### src/rtl/cwg_pkg.sv
package cwg_pkg;
  localparam int ADDR_W    = 9;
  localparam int DATA_W    = 8;
  localparam int PAGE_BITS = 4;
  localparam int GROUP_LEN = 4;
  localparam int GIDX_W    = $clog2(GROUP_LEN);
  localparam int CNT_W     = $clog2(GROUP_LEN + 2);
  localparam int WEL_BIT   = 1;

  localparam logic [ADDR_W-PAGE_BITS-1:0] CTRL_PAGE = 'h08;
  localparam logic [ADDR_W-1:0]           HIGH_LOC  = 'h100;
  localparam logic [PAGE_BITS-1:0] OFF_GROUP  = 4'h1;
  localparam logic [PAGE_BITS-1:0] OFF_ENABLE = 4'h6;
  localparam logic [PAGE_BITS-1:0] OFF_STATUS = 4'h7;

  typedef enum logic [1:0] {ST_IDLE, ST_RECV, ST_DRAIN} seqState_t;

  typedef struct packed {
    logic              loadBase;
    logic              stream;
    logic              capture;
    logic [GIDX_W-1:0] capIdx;
    logic              drain;
    logic [GIDX_W-1:0] drainIdx;
  } dpStrobe_t;

  function automatic logic [DATA_W-1:0] keepMask(input logic [PAGE_BITS-1:0] off);
    case (off)
      4'h0:    keepMask = 8'h7F;
      4'h5:    keepMask = 8'h3F;
      4'h6:    keepMask = 8'h86;
      default: keepMask = 8'hFF;
    endcase
  endfunction
endpackage

### src/rtl/cwg_ctrl.sv
module cwg_ctrl
  import cwg_pkg::*;
(
  input  logic              clk,
  input  logic              rstN,
  input  logic              txnStart,
  input  logic              dataValid,
  input  logic              txnStop,
  input  logic [ADDR_W-1:0] baseAddr,
  input  logic              wel,
  output dpStrobe_t         strb,
  output logic              errPulse,
  output logic              busyPulse
);
  seqState_t         state;
  logic [CNT_W-1:0]  cnt;
  logic [GIDX_W-1:0] dIdx, dLast;

  logic                 inCtrl, isGroup, isSingle, isVol, ctrlOk;
  logic [PAGE_BITS-1:0] off;

  always_comb begin
    inCtrl   = baseAddr[ADDR_W-1:PAGE_BITS] == CTRL_PAGE;
    off      = baseAddr[PAGE_BITS-1:0];
    isGroup  = off == OFF_GROUP;
    isSingle = (off == 4'h0) || ((off >= 4'h5) && (off <= OFF_STATUS));
    isVol    = (off == OFF_ENABLE) || (off == OFF_STATUS);
    ctrlOk   = inCtrl &&
               ((isSingle && cnt == CNT_W'(1) && (wel || off == OFF_ENABLE)) ||
                (isGroup && cnt == CNT_W'(GROUP_LEN) && wel));
  end

  always_comb begin
    strb          = '0;
    strb.loadBase = (state == ST_IDLE) && txnStart;
    strb.stream   = (state == ST_RECV) && dataValid && !inCtrl && wel;
    strb.capture  = (state == ST_RECV) && dataValid && inCtrl && (cnt < CNT_W'(GROUP_LEN));
    strb.capIdx   = cnt[GIDX_W-1:0];
    strb.drain    = (state == ST_DRAIN);
    strb.drainIdx = dIdx;
  end

  always_ff @(posedge clk) begin
    if (!rstN) begin
      state     <= ST_IDLE;
      cnt       <= '0;
      dIdx      <= '0;
      dLast     <= '0;
      errPulse  <= 1'b0;
      busyPulse <= 1'b0;
    end else begin
      errPulse  <= 1'b0;
      busyPulse <= 1'b0;
      case (state)
        ST_IDLE: if (txnStart) begin
          state <= ST_RECV;
          cnt   <= '0;
        end
        ST_RECV: begin
          if (dataValid && cnt != '1) cnt <= cnt + CNT_W'(1);
          if (txnStop) begin
            state <= ST_IDLE;
            if (cnt != '0) begin
              if (!inCtrl) begin
                busyPulse <= wel;
                errPulse  <= !wel;
              end else if (ctrlOk) begin
                state <= ST_DRAIN;
                dIdx  <= '0;
                dLast <= GIDX_W'(cnt - CNT_W'(1));
              end else begin
                errPulse <= 1'b1;
              end
            end
          end
        end
        ST_DRAIN: begin
          if (dIdx == dLast) begin
            state     <= ST_IDLE;
            busyPulse <= !isVol;
          end else begin
            dIdx <= dIdx + GIDX_W'(1);
          end
        end
        default: state <= ST_IDLE;
      endcase
    end
  end
endmodule

### src/rtl/cwg_datapath.sv
module cwg_datapath
  import cwg_pkg::*;
(
  input  logic              clk,
  input  logic              rstN,
  input  dpStrobe_t         strb,
  input  logic [7:0]        addrByte,
  input  logic [DATA_W-1:0] dataByte,
  output logic [ADDR_W-1:0] baseAddr,
  output logic              wel,
  output logic              wrEn,
  output logic [ADDR_W-1:0] wrAddr,
  output logic [DATA_W-1:0] wrData
);
  logic [PAGE_BITS-1:0] ptrLo;
  logic [DATA_W-1:0]    grpBuf [GROUP_LEN];
  logic [ADDR_W-1:0]    mapped, drainAddr;
  logic [DATA_W-1:0]    drainData;

  always_comb begin
    mapped    = (addrByte == 8'hFF) ? HIGH_LOC : ADDR_W'(addrByte);
    drainAddr = baseAddr + ADDR_W'(strb.drainIdx);
    drainData = grpBuf[strb.drainIdx] & keepMask(drainAddr[PAGE_BITS-1:0]);
  end

  always_ff @(posedge clk) begin
    if (!rstN) begin
      baseAddr <= '0;
      ptrLo    <= '0;
      wel      <= 1'b0;
      wrEn     <= 1'b0;
      wrAddr   <= '0;
      wrData   <= '0;
    end else begin
      wrEn <= 1'b0;
      if (strb.loadBase) begin
        baseAddr <= mapped;
        ptrLo    <= mapped[PAGE_BITS-1:0];
      end
      if (strb.stream) begin
        wrEn   <= 1'b1;
        wrAddr <= {baseAddr[ADDR_W-1:PAGE_BITS], ptrLo};
        wrData <= dataByte;
        ptrLo  <= ptrLo + PAGE_BITS'(1);
      end
      if (strb.drain) begin
        wrEn   <= 1'b1;
        wrAddr <= drainAddr;
        wrData <= drainData;
        if (drainAddr[PAGE_BITS-1:0] == OFF_ENABLE) wel <= drainData[WEL_BIT];
      end
    end
  end

  for (genvar g = 0; g < GROUP_LEN; g++) begin : g_buf
    always_ff @(posedge clk) begin
      if (!rstN) grpBuf[g] <= '0;
      else if (strb.capture && strb.capIdx == GIDX_W'(g)) grpBuf[g] <= dataByte;
    end
  end
endmodule

### src/rtl/cwg_top.sv
module cwg_top
  import cwg_pkg::*;
(
  input  logic              clk,
  input  logic              rstN,
  input  logic              txnStart,
  input  logic [7:0]        addrByte,
  input  logic              dataValid,
  input  logic [DATA_W-1:0] dataByte,
  input  logic              txnStop,
  output logic              wrEn,
  output logic [ADDR_W-1:0] wrAddr,
  output logic [DATA_W-1:0] wrData,
  output logic              wrErr,
  output logic              nvBusyStart,
  output logic              welOut
);
  dpStrobe_t         strb;
  logic [ADDR_W-1:0] baseAddr;

  cwg_ctrl u_ctrl (
    .clk(clk), .rstN(rstN), .txnStart(txnStart), .dataValid(dataValid),
    .txnStop(txnStop), .baseAddr(baseAddr), .wel(welOut), .strb(strb),
    .errPulse(wrErr), .busyPulse(nvBusyStart)
  );

  cwg_datapath u_dp (
    .clk(clk), .rstN(rstN), .strb(strb), .addrByte(addrByte),
    .dataByte(dataByte), .baseAddr(baseAddr), .wel(welOut),
    .wrEn(wrEn), .wrAddr(wrAddr), .wrData(wrData)
  );
endmodule

### config.mk
export PLATFORM = sky130hd
export DESIGN_NAME = cwg_top
export DESIGN_NICKNAME = d
export VERILOG_FILES = /design/src/rtl/cwg_pkg.sv /design/src/rtl/cwg_ctrl.sv /design/src/rtl/cwg_datapath.sv /design/src/rtl/cwg_top.sv
export SDC_FILE = /design/constraint.sdc
export NUM_CORES = 1
export LEC_CHECK = 0
export BUFFER_PORTS_ARGS = -buffer_cell sky130_fd_sc_hd__buf_2
export CAP_MARGIN = 0
export CORE_MARGIN = 4
export CORE_UTILIZATION = 50
export CTS_CLUSTER_DIAMETER = 80
export CTS_CLUSTER_SIZE = 40
export DETAILED_ROUTE_END_ITERATION = 7
export PLACE_DENSITY = 0.7
export SLEW_MARGIN = 20
export SYNTH_ARGS = -nofsm -noshare
export SYNTH_HDL_FRONTEND = slang
export SYNTH_SLANG_ARGS = --single-unit
### constraint.sdc
create_clock -name clk -period 3.1 [get_ports clk]
set_input_delay 0 -clock clk [delete_from_list [all_inputs] [get_ports clk]]
set_output_delay 0 -clock clk [all_outputs]
set_load 0.02 [all_outputs]
==> results of run 1 <==
[cell usage in the layout (no fill, tap or decap), drive strengths merged, types with 3 or more instances in the layout]
cell type / count
clkinv: 3
and2: 11
dlygate4sd3: 14
a21oi: 22
and3: 27
nand2: 22
mux4: 8
nor2: 28
nor2b: 5
ha: 11
o22ai: 4
a22oi: 6
nand4: 3
a211oi: 14
o21ai: 19
xor2: 7
inv: 12
dfxtp: 45
nand3: 11
or3: 4
clkbuf: 11
buf: 44
edfxtp: 32
o21a: 4
xnor2: 3
nor3: 3
mux2i: 9
[per-layer routing]
| layer | part of all wire [%] | up-vias | track usage, % | wire [µm] |
|---|---|---|---|---|
| met5 | 0 | - | 0 | 0 |
| met4 | 2.1 | 0 | 9.135 | 193 |
| met3 | 4.9 | 16 | 3.506 | 444 |
| met2 | 48 | 97 | 35.41 | 4372 |
| met1 | 45 | 1468 | 29.12 | 4083 |
| li1 | - | 1427 | - | - |
[through the flow]
step,hold slack [ns],utilization (%),setup slack (ns),total power [W]
2_1_floorplan,0.1476,-,0.9058,0.001209
3_3_place_gp,0.2600,55.34,0.6173,0.001260
3_5_place_dp,0.2635,55.34,0.5857,0.001263
4_1_cts,0.002623,60.21,0.5784,0.002100
5_1_grt,0.03059,60.21,0.3828,0.002168
6_report,0.01945,60.21,0.5724,0.002089
[repair_timing]
item | in CTS | in global routing
hold buffers | 14 | 0
buffers inserted | 0 | 0
hold endpoints to repair | 22 | 0
[registers in the layout, summed over array words and instances, names as in the netlist, 2 cells and up, named ones only]
register / count
u_ctrl.dIdx: 2
u_ctrl.cnt: 3
u_dp.ptrLo: 4
u_dp.wrData: 8
u_dp.wrAddr: 9
u_dp.baseAddr: 9
u_dp.grpBuf: 32
u_ctrl.state: 2
u_ctrl.dLast: 2
[area by class of cell]
type	instances	area, µm²	share of cell area (%)
Timing Repair Buffer	58	367.9	8.378
Sequential cell	77	1862	42.41
Multi-Input combinational cell	251	1777	40.47
Clock inverter	5	73.82	1.681
Clock buffer	11	141.4	3.220
Tap cell	99	123.9	2.821
Inverter	12	45.04	1.026
[final timing paths]
check | from | to | slack [ns]
max | u_ctrl.dIdx[0] | u_dp.wel | 0.57
min | dataByte[5] | u_dp.grpBuf[1][5] | 0.02
max reg2reg | u_ctrl.dIdx[0] | u_dp.wel | 0.57
min reg2reg | u_dp.wrAddr[4] | u_dp.wrAddr[4] | 0.49
[power by group]
part | total (W) | internal, W | switching, W
registers | 0.00111 | 0.00108 | 0.0000255
clock network | 0.000833 | 0.000471 | 0.000363
logic | 0.000151 | 0.0000622 | 0.0000886
[cells by family after synthesis]
kind of cell,after synthesis
fa+ha+maj,12
xor+xnor,10
flops,77
simple gates,129
mux,19
compound gates,81
buf+inv,33
==> qor.yml, run 1 <==
hpwlAfterDp_um: 6133
path_cells: "ha_1 > fa_1 > or3b_2 > mux2i_1 > o21ai_0 > o21ai_0 > a21oi_1"
io_buffers: 41
cp_common_cell: "o21ai_0"
syn-cell-area_um2: 3774
skew_ns: 0.01189
synthArstFlopShare_pct: 0
synth_simple_gate_area_share_pct: 18.60
cts_tree: "yes"
ioPinCount: 42
clock_path_buffers: 2
synth_top_family_by_area: "simple AND/OR/NAND/NOR gates"
synth-compound-area-share_pct: 14.22
grt.overflow.total: 0
dieHeight_um: 94.88
grt_pass1_wl_um: 14810
critPathSlowestCell: "fa_1"
synth_area_per_cell_um2: 10.45
dp.cells: 483
grt_use_total_pct: 21.87
diodes: 0
synthCells: 361
worst_slew_pin_slew_ns: 1.083
synth_ff_type: "dfxtp_1"
crit_path_max_fanout: 7
cts_resized: 0
worstSetupPathType: "register to register"
nFillCells: 644
finalNetCount: 442
r2r_cells: 7
cp_num_cells: 7
instances_no_fill: 513
synth_top_area_cell: "edfxtp_1"
core_um2: 7292
drv_slew: 0
wl_um: 9093
hold_depth: 2
yosys_warnings: 0
synth.net_count: 394
period_share_pct: 81.54
fp.dieW_um: 94.88
setup_violations: 0
cts_sinks: 77
synth_fa_ha_area_share_pct: 4.178
arrival_ns: 2.72
antenna_found_initial: 0
drcViolationCount: 0
rows: 31
cp_top_family: "adder cells"
drt_iter0_markers: 147
start_util_pct: 51.75
max-cap-violations: 0
synth.most_common_cell: "dfxtp_1"
critPathLaunchType: "register"
yosys-top-cells-area: "edfxtp_1 (25%), dfxtp_1 (24%), mux4_2 (4.8%)"
ys_ff_latch: 77
numCtsBuffers: 9
synth.distinct_cells: 51
synthDominantCellAreaShare_pct: 25.46
status: "finished, final reports clean"
final_antenna_net_count: 0
synth_enable_flop_cells: 32
clkTransAtPathRegs_ns: 0.08
synthTopCellsByCount: "dfxtp_1 (45), edfxtp_1 (32), nor2_1 (28), and3_1 (27), nand2_1 (22)"
worstSetupEndpointType: "register"
power.leakage_nw: 1.837
path_buf_inv: 0
peakVddDrop_mv: 0.1865
routed_via_density: 5.864
final-hold-violation-count: 0
dpl_cell_area_um2: 4035
max_freq_ghz: 0.3956
muxShareOfSynthArea_pct: 7.759
post_drt_wl_per_cell_um: 17.73
yosysSeqAreaShare_pct: 49.34
vias: 3008
gp_congestion: 0.8565
firstDrtPassIters: 5
synth_xor_area_share_pct: 2.321
timing.final.crit_period_ns: 2.528
ctsRootBufferMaster: "clkbuf_8"
crit_required_ns: 3.30
areaGrowthSynthToFinish_pct: 16.35
setup_tns_ns: 0
drive_above_1_share_pct: 18.36
slowest_delay_ns: 0.47
grt_pass1_vias: 2981
grt_max_degree: 34
die_area_um2: 9001
holdCritPathClass: "primary input to register"
relSlewSlack_pct: 27.71
h-tree-depth: 3
rsz0062_at_grt: "false"
cellPowerDensity_nw_per_um2: 475.9
design_area_um2: 4390
clk_latency_ns: 0.35
(Power assumes the default switching activity.)
==> run 2: changes to the inputs <==
- clock period: 3.1 -> 2.5 ns (I/O delays scaled with it)
==> qor.yml, run 2 (synthesized netlist as in run 1, its figures left out) <==
status: "finished, final reports clean"  # unchanged
dp.cells: 488  # was 483
grt_pass1_vias: 2883  # was 2981
ioPinCount: 42  # unchanged
period_share_pct: 91.23  # was 81.54%
start_util_pct: 51.75  # unchanged
skew_ns: 0.01056  # was 0.01189 ns
internal_power_w: 0.001872  # was 0.001613 W
final-hold-violation-count: 0  # unchanged
reg_top3: "u_dp.grpBuf x32, u_dp.baseAddr x9, u_dp.wrAddr x9"  # unchanged
p_sw_share_pct: 24.51  # was 22.81%
crit_path_max_fanout: 8  # was 7
power_w: 0.002480  # was 0.002089 W
power.leakage_nw: 1.840  # was 1.837 nW
seqPwrFrac_pct: 55.2  # was 52.9%
finalHoldWorstSlack_ns: 0.01072  # was 0.01945 ns
layout_commonest_cell: "dfxtp_1"  # unchanged
pwr-share-comb_pct: 7.6  # was 7.2%
setup_tns_ns: 0  # unchanged
power.net_switching_w: 0.0006080  # was 0.0004766 W
vias: 2958  # was 3008
largest_reg_flops: 32  # unchanged
firstDrtPassIters: 4  # was 5
clock_path_buffers: 2  # unchanged
critPathSlowestCell: "or4b_4"  # was fa_1
worst_slew_pin_slew_ns: 1.074  # was 1.083 ns
die_area_um2: 9001  # unchanged
cts_tree: "yes"  # unchanged
final_antenna_net_count: 0  # unchanged
cp_common_cell: "nand2_1"  # was o21ai_0
arrival_ns: 2.28  # was 2.72 ns
setup_violations: 0  # unchanged
cellPowerDensity_nw_per_um2: 563.0  # was 475.9 nW/µm²
rsz0062_at_grt: "false"  # unchanged
drv_slew: 0  # unchanged
numCtsBuffers: 9  # unchanged
worstSetupPathType: "register to register"  # unchanged
dieHeight_um: 94.88  # unchanged
grt.overflow.total: 0  # unchanged
relSlewSlack_pct: 28.32  # was 27.71%
rows: 31  # unchanged
regMostFlops: "u_dp.grpBuf"  # unchanged
routed_via_density: 5.710  # was 5.864
dpl_cell_area_um2: 4073  # was 4035 µm²
worstSetupEndpointType: "register"  # unchanged
max-cap-violations: 0  # unchanged
slowest_delay_ns: 0.57  # was 0.47 ns
critPathLaunchType: "register"  # unchanged
cts_sinks: 77  # unchanged
areaGrowthSynthToFinish_pct: 16.74  # was 16.35%
io_buffers: 41  # unchanged
holdCritPathClass: "primary input to register"  # unchanged
drcViolationCount: 0  # unchanged
peakVddDrop_mv: 0.2314  # was 0.1865 mV
max_freq_ghz: 0.4385  # was 0.3956 GHz
drive_above_1_share_pct: 19.81  # was 18.36%
hpwlAfterDp_um: 6086  # was 6133 µm
mostFrequentLayoutCells: "dfxtp_1 (45), buf_2 (41), edfxtp_1 (32), nor2_1 (28), and3_1 (27)"  # unchanged
fp.dieW_um: 94.88  # unchanged
pwr-share-clk_pct: 37.2  # was 39.9%
clkTransAtPathRegs_ns: 0.08  # about the same
instances_no_fill: 518  # was 513
grt_max_degree: 34  # unchanged
timing.final.crit_period_ns: 2.281  # was 2.528 ns
diodes: 0  # unchanged
grt_use_total_pct: 21.16  # was 21.87%
wl_um: 8888  # was 9093 µm
antenna_found_initial: 0  # unchanged
grt_pass1_wl_um: 14480  # was 14810 µm
ctsRootBufferMaster: "clkbuf_8"  # unchanged
drt_iter0_markers: 206  # was 147
core_um2: 7292  # unchanged
finalNetCount: 447  # was 442
h-tree-depth: 3  # unchanged
clk_latency_ns: 0.35  # about the same
path_cells: "or4b_4 > nor4_1 > and2_1 > nand2_1 > nand2_1"  # was ha_1 > fa_1 > or3b_2 > mux2i_1 > o21ai_0 > o21ai_0 > a21oi_1
design_area_um2: 4405  # was 4390 µm²
crit_required_ns: 2.50  # was 3.30 ns
post_drt_wl_per_cell_um: 17.16  # was 17.73 µm
gp_congestion: 0.8181  # was 0.8565
run 2: cell type report:
class,count,area (µm²)
multi-input combinational,251,1779
tap,99,123.9
clock inverter,7,66.31
clock buffer,9,123.9
inverter,12,45.04
sequential,77,1862
timing repair buffer,63,405.4
fill,652,2887
run 2: per-stage QoR:
step / worst slack [ns] / utilization, %
after detailed placement: 0.1754 / 55.85
after global placement: 0.2288 / 55.85
final: 0.2193 / 60.42
after CTS: 0.1509 / 60.38
after global routing: 0.05515 / 60.42
after floorplan: 0.3058 / -
run 2: critical path, delay by kind of cell (launching register included):
kind / cells / cell delay (ns)
AND/OR/NAND/NOR: 5 / 1.56
flip-flops: 1 / 0.36
run 2: path summary, 6_finish.rpt:
| check | slack [ns] | startpoint | cells after the start | end |
|---|---|---|---|---|
| worst max-delay path | 0.22 | u_dp.baseAddr[6] | 5 | u_dp.grpBuf[0][3] |
| worst min-delay path | 0.01 | dataByte[2] | 2 | u_dp.grpBuf[1][2] |
| worst max register to register | 0.22 | u_dp.baseAddr[6] | 5 | u_dp.grpBuf[0][3] |
| worst min register to register | 0.50 | u_dp.wrAddr[6] | 2 | u_dp.wrAddr[6] |
run 2: what timing repair did:
item / 4_1_cts / 5_1_grt
setup endpoints to repair: 0 / 8
buffers inserted: 0 / 0
hold endpoints to repair: 21 / 0
gates resized for setup: 0 / 2
hold buffers: 14 / 0
run 2: power groups by stage:
stage	clock, W	combinational, W	sequential, W
floorplan	0	0.000116	0.00138
global placement	0	0.000166	0.00140
detailed placement	0	0.000169	0.00140
CTS	0.000936	0.000187	0.00137
global route	0.000987	0.000210	0.00138
finish	0.000922	0.000188	0.00137
run 2: metal layers:
metal,GRT usage (%),share of wire [%]
met1,28.77,45
met2,34.00,48
met3,4.303,5.5
met4,6.611,1.1
met5,0,0
==> run 3: changes to the inputs <==
- clock period: 2.5 -> 2.69 ns (I/O delays scaled with it)
==> qor.yml, run 3 (synthesized netlist as in run 1, its figures left out) <==
dieHeight_um: 94.88  # unchanged
design_area_um2: 4387  # was 4405 µm²
path_cells: "ha_1 > fa_1 > or3b_2 > mux2i_1 > o21ai_1 > o21ai_0 > a21oi_1"  # was or4b_4 > nor4_1 > and2_1 > nand2_1 > nand2_1
timing.final.crit_period_ns: 2.394  # was 2.281 ns
routed_via_density: 5.740  # was 5.710
reg_top3: "u_dp.grpBuf x32, u_dp.baseAddr x9, u_dp.wrAddr x9"  # unchanged
peakVddDrop_mv: 0.2472  # was 0.2314 mV
cts_tree: "yes"  # unchanged
crit_required_ns: 2.87  # was 2.50 ns
drt_iter0_markers: 239  # was 206
arrival_ns: 2.58  # was 2.28 ns
fp.dieW_um: 94.88  # unchanged
hpwlAfterDp_um: 6032  # was 6086 µm
power.leakage_nw: 1.837  # was 1.840 nW
firstDrtPassIters: 4  # unchanged
seqCellArea_um2: 1862  # unchanged
core_um2: 7292  # unchanged
relSlewSlack_pct: 29.22  # was 28.32%
grt_max_degree: 34  # unchanged
h-tree-depth: 3  # unchanged
gp_congestion: 0.8598  # was 0.8181
grt_use_total_pct: 20.70  # was 21.16%
setup_tns_ns: 0  # unchanged
multiInputGateArea_um2: 1777  # was 1779 µm²
crit_path_max_fanout: 7  # was 8
post_drt_wl_per_cell_um: 17.07  # was 17.16 µm
start_util_pct: 51.75  # unchanged
drv_slew: 0  # unchanged
hold_depth: 2  # unchanged
io_buffers: 41  # unchanged
grt_pass1_wl_um: 14170  # was 14480 µm
critPathSlowestCell: "fa_1"  # was or4b_4
largest_reg_flops: 32  # unchanged
slowest_delay_ns: 0.48  # was 0.57 ns
skew_ns: 0.01145  # was 0.01056 ns
holdCritPathClass: "primary input to register"  # unchanged
finalNetCount: 444  # was 447
grt_pass1_vias: 2842  # was 2883
diodes: 0  # unchanged
dp.cells: 485  # was 488
critPathLaunchType: "register"  # unchanged
instances_no_fill: 515  # was 518
r2r_cells: 7  # was 5
clock_path_buffers: 2  # unchanged
worstSetupEndpointType: "register"  # unchanged
cts_sinks: 77  # unchanged
layout_commonest_cell: "dfxtp_1"  # unchanged
nFillCells: 660  # was 652
antenna_found_initial: 0  # unchanged
rows: 31  # unchanged
max_freq_ghz: 0.4177  # was 0.4385 GHz
final_antenna_net_count: 0  # unchanged
numCtsBuffers: 9  # unchanged
drcViolationCount: 0  # unchanged
dpl_cell_area_um2: 4050  # was 4073 µm²
wl_um: 8793  # was 8888 µm
die_area_um2: 9001  # unchanged
rsz0062_at_grt: "false"  # unchanged
worstSetupPathType: "register to register"  # unchanged
grt.overflow.total: 0  # unchanged
clkTransAtPathRegs_ns: 0.07  # was 0.08 ns
post_cts_buffers: 0  # unchanged
status: "finished, final reports clean"  # unchanged
cellPowerDensity_nw_per_um2: 528.5  # was 563.0 nW/µm²
regMostFlops: "u_dp.grpBuf"  # unchanged
mostFrequentLayoutCells: "dfxtp_1 (45), buf_2 (41), edfxtp_1 (32), nor2_1 (28), and3_1 (27)"  # unchanged
final-hold-violation-count: 0  # unchanged
areaGrowthSynthToFinish_pct: 16.25  # was 16.74%
ctsRootBufferMaster: "clkbuf_8"  # unchanged
ioPinCount: 42  # unchanged
clk_latency_ns: 0.35  # about the same
setup_violations: 0  # unchanged
vias: 2956  # was 2958
period_share_pct: 89.00  # was 91.23%
drive_above_1_share_pct: 18.99  # was 19.81%
worst_slew_pin_slew_ns: 1.060  # was 1.074 ns
max-cap-violations: 0  # unchanged
==> run 3: layout make-up <==
| class | count | share of cell area [%] |
|---|---|---|
| Sequential cell | 77 | 42.44 |
| Multi-Input combinational cell | 251 | 40.50 |
| Timing Repair Buffer | 60 | 8.728 |
| Clock buffer | 12 | 3.394 |
| Tap cell | 99 | 2.824 |
| Clock inverter | 4 | 1.084 |
| Inverter | 12 | 1.027 |
==> run 3: through the flow <==
| stage | hold WS, ns | utilization, % | worst slack, ns | total power (W) |
|---|---|---|---|---|
| after floorplan | 0.1476 | - | 0.4958 | 0.001394 |
| after global placement | 0.2575 | 55.54 | 0.2796 | 0.001452 |
| after detailed placement | 0.2557 | 55.54 | 0.2192 | 0.001457 |
| after CTS | 0.002809 | 60.16 | 0.2066 | 0.002334 |
| after global routing | 0.01574 | 60.16 | 0.1024 | 0.002405 |
| final | 0.009052 | 60.16 | 0.2959 | 0.002318 |
==> run 3: worst max-delay path, delay by kind of cell, from the launching register on <==
kind,cells,cell delay [ns]
AOI/OAI and AO/OA,3,0.48
adders and majority gates,2,0.71
DFF,1,0.35
muxes,1,0.23
and+or+nand+nor,1,0.47
==> run 3: power breakdown <==
part	internal [W]	leakage, nW	switching [W]
Clock	0.000462	0.0998	0.000409
Sequential	0.00124	0.695	0.0000287
Combinational	0.0000731	1.04	0.000101
==> run 3: final timing paths <==
| path | startpoint | end | slack [ns] |
|---|---|---|---|
| setup / recovery | u_ctrl.dIdx[0] | u_dp.wel | 0.30 |
| hold / removal | dataByte[1] | u_dp.grpBuf[1][1] | 0.009 |
| hold reg to reg | u_dp.wrAddr[8] | u_dp.wrAddr[8] | 0.50 |
| setup reg to reg | u_ctrl.dIdx[0] | u_dp.wel | 0.30 |
==> run 3: what timing repair did <==
action / CTS / global route
setup endpoints to repair: 0 / 1
hold buffers: 14 / 0
hold endpoints to repair: 15 / 0
resized for setup: 0 / 1
==> run 3: layer usage <==
layer / vias to the layer above / global-route usage [%] / share of wire (%)
li1: 1436 / - / -
met1: 1407 / 28.08 / 44
met2: 106 / 33.35 / 48
met3: 7 / 3.267 / 7.0
met4: 0 / 7.813 / 0.84
met5: - / 0 / 0
